## config.mk

```make
export PLATFORM = sky130hd
export DESIGN_NAME = jkb_shift_register
export DESIGN_NICKNAME = d
export VERILOG_FILES = /design/src/rtl/jkb_sr_pkg.sv /design/src/rtl/jkb_head_stage.sv /design/src/rtl/jkb_tail_chain.sv /design/src/rtl/jkb_out_polarity.sv /design/src/rtl/jkb_shift_register.sv
export SDC_FILE = /design/constraint.sdc
export NUM_CORES = 1
export LEC_CHECK = 0
export ABC_AREA = 0
export CELL_PAD_IN_SITES_DETAIL_PLACEMENT = 0
export CELL_PAD_IN_SITES_GLOBAL_PLACEMENT = 1
export CORE_AREA = 2 2 39 41
export CTS_CLUSTER_DIAMETER = 120
export DETAILED_ROUTE_END_ITERATION = 8
export DIE_AREA = 0 0 41 43
export DONT_BUFFER_PORTS = 1
export GPL_ROUTABILITY_DRIVEN = 0
export PLACE_DENSITY_LB_ADDON = 0.3
export SKIP_CTS_REPAIR_TIMING = 1
export SYNTH_ARGS = -nofsm -noshare
export SYNTH_HDL_FRONTEND = slang
export SYNTH_SLANG_ARGS = --single-unit
```

## constraint.sdc

```tcl
create_clock -name clk -period 1.1 [get_ports clk]
set_input_delay 0.055 -clock clk [delete_from_list [all_inputs] [get_ports clk]]
set_output_delay 0.055 -clock clk [all_outputs]
set_load 0.02 [all_outputs]
```

## src/rtl/jkb_sr_pkg.sv

```systemverilog
package jkb_sr_pkg;

  // Operation selected by load_par at a clock edge
  localparam logic OP_SHIFT = 1'b0;
  localparam logic OP_LOAD  = 1'b1;

  // Next value of the first stage from the J / K-bar pair
  function automatic logic jk_next(input logic j, input logic kb, input logic q);
    return (j & ~q) | (kb & q);
  endfunction

  // Output polarity: true_sel = 1 passes the bits, 0 inverts them
  function automatic logic polar(input logic true_sel, input logic bit_v);
    return true_sel ? bit_v : ~bit_v;
  endfunction

endpackage

```

## src/rtl/jkb_head_stage.sv

```systemverilog
module jkb_head_stage
  import jkb_sr_pkg::*;
(
  input  logic clk,
  input  logic rst,
  input  logic armed,
  input  logic load_par,
  input  logic par_bit,
  input  logic j_in,
  input  logic kb_in,
  output logic q
);

  logic serial_next;
  assign serial_next = jk_next(j_in, kb_in, q);

  always_ff @(posedge clk or posedge rst) begin
    if (rst)                   q <= 1'b0;
    else if (load_par == OP_LOAD) q <= par_bit;
    else                       q <= serial_next;
  end

  // Named decode of the J / K-bar pair for the checks below
  logic jk_tied, jk_toggle, jk_hold;
  assign jk_tied   = (j_in == kb_in);
  assign jk_toggle = j_in & ~kb_in;
  assign jk_hold   = ~j_in & kb_in;

  p_tied_d_r5: assert property (@(posedge clk) disable iff (rst)
    armed && $past(!load_par && jk_tied) |-> q == $past(j_in));

  p_toggle_r4: assert property (@(posedge clk) disable iff (rst)
    armed && $past(!load_par && jk_toggle) |-> q != $past(q));

  p_hold_r4: assert property (@(posedge clk) disable iff (rst)
    armed && $past(!load_par && jk_hold) |-> $stable(q));

endmodule

```

## src/rtl/jkb_tail_chain.sv

```systemverilog
module jkb_tail_chain
  import jkb_sr_pkg::*;
#(
  parameter int STAGES = 4
) (
  input  logic              clk,
  input  logic              rst,
  input  logic              armed,
  input  logic              load_par,
  input  logic              head_q,
  input  logic [STAGES-1:1] par_tail,
  output logic [STAGES-1:1] tail_q
);

  // Full view of the register: head at bit 0, chain above it
  logic [STAGES-1:0] full_q;
  assign full_q = {tail_q, head_q};

  for (genvar g = 1; g < STAGES; g++) begin : g_stage
    always_ff @(posedge clk or posedge rst) begin
      if (rst)                   tail_q[g] <= 1'b0;
      else if (load_par == OP_LOAD) tail_q[g] <= par_tail[g];
      else                       tail_q[g] <= full_q[g-1];
    end
  end

  p_shift_r3: assert property (@(posedge clk) disable iff (rst)
    armed && $past(!load_par) |-> tail_q == $past(full_q[STAGES-2:0]));

endmodule

```

## src/rtl/jkb_out_polarity.sv

```systemverilog
module jkb_out_polarity
  import jkb_sr_pkg::*;
#(
  parameter int STAGES = 4
) (
  input  logic              true_out,
  input  logic [STAGES-1:0] state,
  output logic [STAGES-1:0] q_out
);

  for (genvar g = 0; g < STAGES; g++) begin : g_pol
    assign q_out[g] = polar(true_out, state[g]);
  end

endmodule

```

## src/rtl/jkb_shift_register.sv

```systemverilog
module jkb_shift_register
  import jkb_sr_pkg::*;
#(
  parameter int STAGES = 4
) (
  input  logic              clk,
  input  logic              rst,
  input  logic              load_par,
  input  logic              j_in,
  input  logic              kb_in,
  input  logic [STAGES-1:0] par_d,
  input  logic              true_out,
  output logic [STAGES-1:0] q_out
);

  logic              head_q;
  logic [STAGES-1:1] tail_q;
  logic [STAGES-1:0] state;
  assign state = {tail_q, head_q};

  // Set once an edge has passed out of reset; lets the checks trust $past
  logic armed;
  always_ff @(posedge clk or posedge rst) begin
    if (rst) armed <= 1'b0;
    else     armed <= 1'b1;
  end

  jkb_head_stage u_head (
    .clk      (clk),
    .rst      (rst),
    .armed    (armed),
    .load_par (load_par),
    .par_bit  (par_d[0]),
    .j_in     (j_in),
    .kb_in    (kb_in),
    .q        (head_q)
  );

  jkb_tail_chain #(.STAGES(STAGES)) u_chain (
    .clk      (clk),
    .rst      (rst),
    .armed    (armed),
    .load_par (load_par),
    .head_q   (head_q),
    .par_tail (par_d[STAGES-1:1]),
    .tail_q   (tail_q)
  );

  jkb_out_polarity #(.STAGES(STAGES)) u_pol (
    .true_out (true_out),
    .state    (state),
    .q_out    (q_out)
  );

  p_reset_r1: assert property (@(posedge clk) rst |-> state == '0);

  p_load_r2: assert property (@(posedge clk) disable iff (rst)
    armed && $past(load_par) |-> state == $past(par_d));

  p_polarity_r6: assert property (@(posedge clk)
    (q_out ^ state) == {STAGES{!true_out}});

endmodule

```

==> impl_results.md <==
* Crit path max-delay cell type: dfrtp_1
* DR pass1 iterations at 1
* Total gr overflow at 0
* GRT Util Overall at around 6.1%
* Predominant post-synthesis flop cell: dfrtp_1
* Met3 usage at under 10%
* Initial core utilization at between 10 and 15%
* Leak at around 0.14 nW
* Synth top cells by count: 4 x dfrtp_1, 4 x xnor2_1, 3 x mux2_2
* Distinct cell type count after synthesis at 8
* CP peak stage delay at roughly 400 ps
* Pre-CTS setup slack at 314 ps
* Cell Count, Final, Fillers Out at 44
* Min setup slack post-route at between 70 and 80 ps
* P&R area growth vs syn at 65.0%
* Fin. max-slew vios at 0
* Worst path top cell family by delay: flip-flops
* CP required at 1040 ps
* Relative slew slack at 84.9%
* Setup TNS at 0 ps
* RR Startpoint: u_head.q
* Status: complete, no violations
* Syn nets at 26
* Setup violators final at 0
* Ports at 14
* WL/cell at just under 10 um
* Share of the synthesized area in the top cell type at 51.0%
* Largest net degree at the start of global routing at 6
* Worst Setup Start Kind: register
* Count of final hold-check violations at 0
* Reg-to-reg endpoint: u_chain.tail_q[1]
* DRT antenna net count at 0
* Synth Cell Area at 196 sq um
* Htree depth at 1
* FMAX at a little under 1000 MHz
* Fin crit period at ~1000 ps
* EDFF count, synth at 0
* Via/cell ratio at between 3 and 4
* Min-delay src: j_in
* Cells on worst reg2reg path at 1
* Crit share post-route at 92.9%
* Gr busiest metal: met3
* Hold Crit Depth at 2
* Mapped Cells at 16
* Worst skew pair latency at about 230 ps
* Die area at 1760 sq um
* RSZ-0062 raised after global routing: no
* Max Clock Skew at 0.133 ps
* Drt drc at 0
* Flops & latches, synth at 4
* Class of the worst hold path: input pin to register
* Die W at between 40 and 50 um
* TritonCTS clock tree: built
* DP Cell Count at 35
* Port bufs at 0
* Avg Cell Area, Syn at about 12 sq um
* Vias in the first global route at between 150 and 200
* Layout cells sized above 1 at a little over a third
* Hold Path End: u_head.q
* Starting DRT DRC Count at 0
* Synth area leader: dfrtp_1
* Main area contributors after synthesis: dfrtp_1 51%, xnor2_1 18%, mux2_2 17%
* Register-to-register setup slack at between 300 and 400 ps
* Post-synthesis sequential area ratio at between 50 and 60%
* # Max-Cap Violations at 0
* M1 GR Usage at between 5 and 6%
* Setup crit end kind: output pin
* TritonCTS Buffers at 3
* Worst EP arrival at between 900 and 1000 ps
* Wire length of the first global-routing pass at ~630 um
* Via Count at 157
* Max clock buf depth at 2
* Clk sink count at 4
* Async set-or-reset flop fraction in the synthesized netlist at 100%
* VDD IR max at around 650 uV
* Pwr/cell area at ~1500 nW/um^2
* Worst-Margin Slew at approximately 230 ps
* Crit-path max FO at 3
* Nets at 40
* Core outline area at approximately 1400 sq um
* Met2 Use GR at ~6.6%
* Initial antenna violation count at 0
* Drt total wl at roughly 430 um
* Total power at about 480 uW
* Buffers and inverters on the worst path at 1
* Die height at between 40 and 50 um
* Critical path cell sequence: xnor2_1 -> buf_4
* # rows at 14
* Kind of critical path: register to output pin
* Root buffer cell: clkbuf_4
* Antenna diode count at 0
* Yosys warnings at 0
* Clk pin slew, worst setup/hold paths at ~40 ps
## power breakdown
part | internal, mW | total (mW) | switching, mW
combinational | 0.0682 | 0.124 | 0.0555
sequential | 0.162 | 0.172 | 0.00991
clock | 0.122 | 0.179 | 0.0573
total | 0.353 | 0.475 | 0.123
## state kept, by name, summed over array words and instances (netlist names)
signal / flops
u_chain.tail_q: 3
u_head.q: 1
## cell families (layout without fill, tap and decap cells)
group	Yosys count	count (layout)	synth area share, %
buf+inv	2	14	4.45
flops	4	4	51.0
simple gates	1	1	1.91
mux	4	4	22.3
compound gates	1	1	2.55
xor+xnor	4	4	17.8
## final cells by class
class                   count  area, sq um
clock buffers               3         22.5
fillers                   152         1060
inverters                   1         3.75
multi-input cells          10         87.6
flip-flops and latches      4          100
well taps                  16         20.0
repair buffers             10         90.1
## layout by cell type (no fill, tap or decap)
cell	Yosys	final
nand2_1	1	1
dfrtp_1	4	4
o21ai_1	1	1
clkbuf_4	0	3
xnor2_1	4	4
mux2i_1	1	1
dlygate4sd3_1	0	6
inv_1	1	1
buf_4	0	4
mux2_2	3	3
## metrics by stage
stage / instance area, sq um / utilization [%] / hold WS (ps)
after global placement: 241 / 17.5 / -165
after detailed placement: 241 / 17.5 / -156
after floorplan: 196 / - / -179
after global routing: 324 / 23.4 / 42.7
final: 324 / 23.4 / 14.2
after CTS: 264 / 19.1 / -409
## per-layer routing
| layer | wire (um) | up-vias |
|---|---|---|
| met4 | 0 | 0 |
| li1 | - | 76 |
| met1 | 185 | 67 |
| met3 | 84 | 0 |
| met5 | 0 | - |
| met2 | 155 | 14 |
## worst max-delay path by stage
stage             start       end  slack, ps  cells past startpoint
2_1_floorplan  u_head.q  q_out[0]        270                      1
3_3_place_gp   u_head.q  q_out[0]        320                      2
3_5_place_dp   u_head.q  q_out[0]        310                      2
4_1_cts        u_head.q  q_out[0]         60                      2
5_1_grt        u_head.q  q_out[0]         20                      2
6_report       u_head.q  q_out[0]         80                      2
No activity file was read; power rests on OpenSTA's default activity.
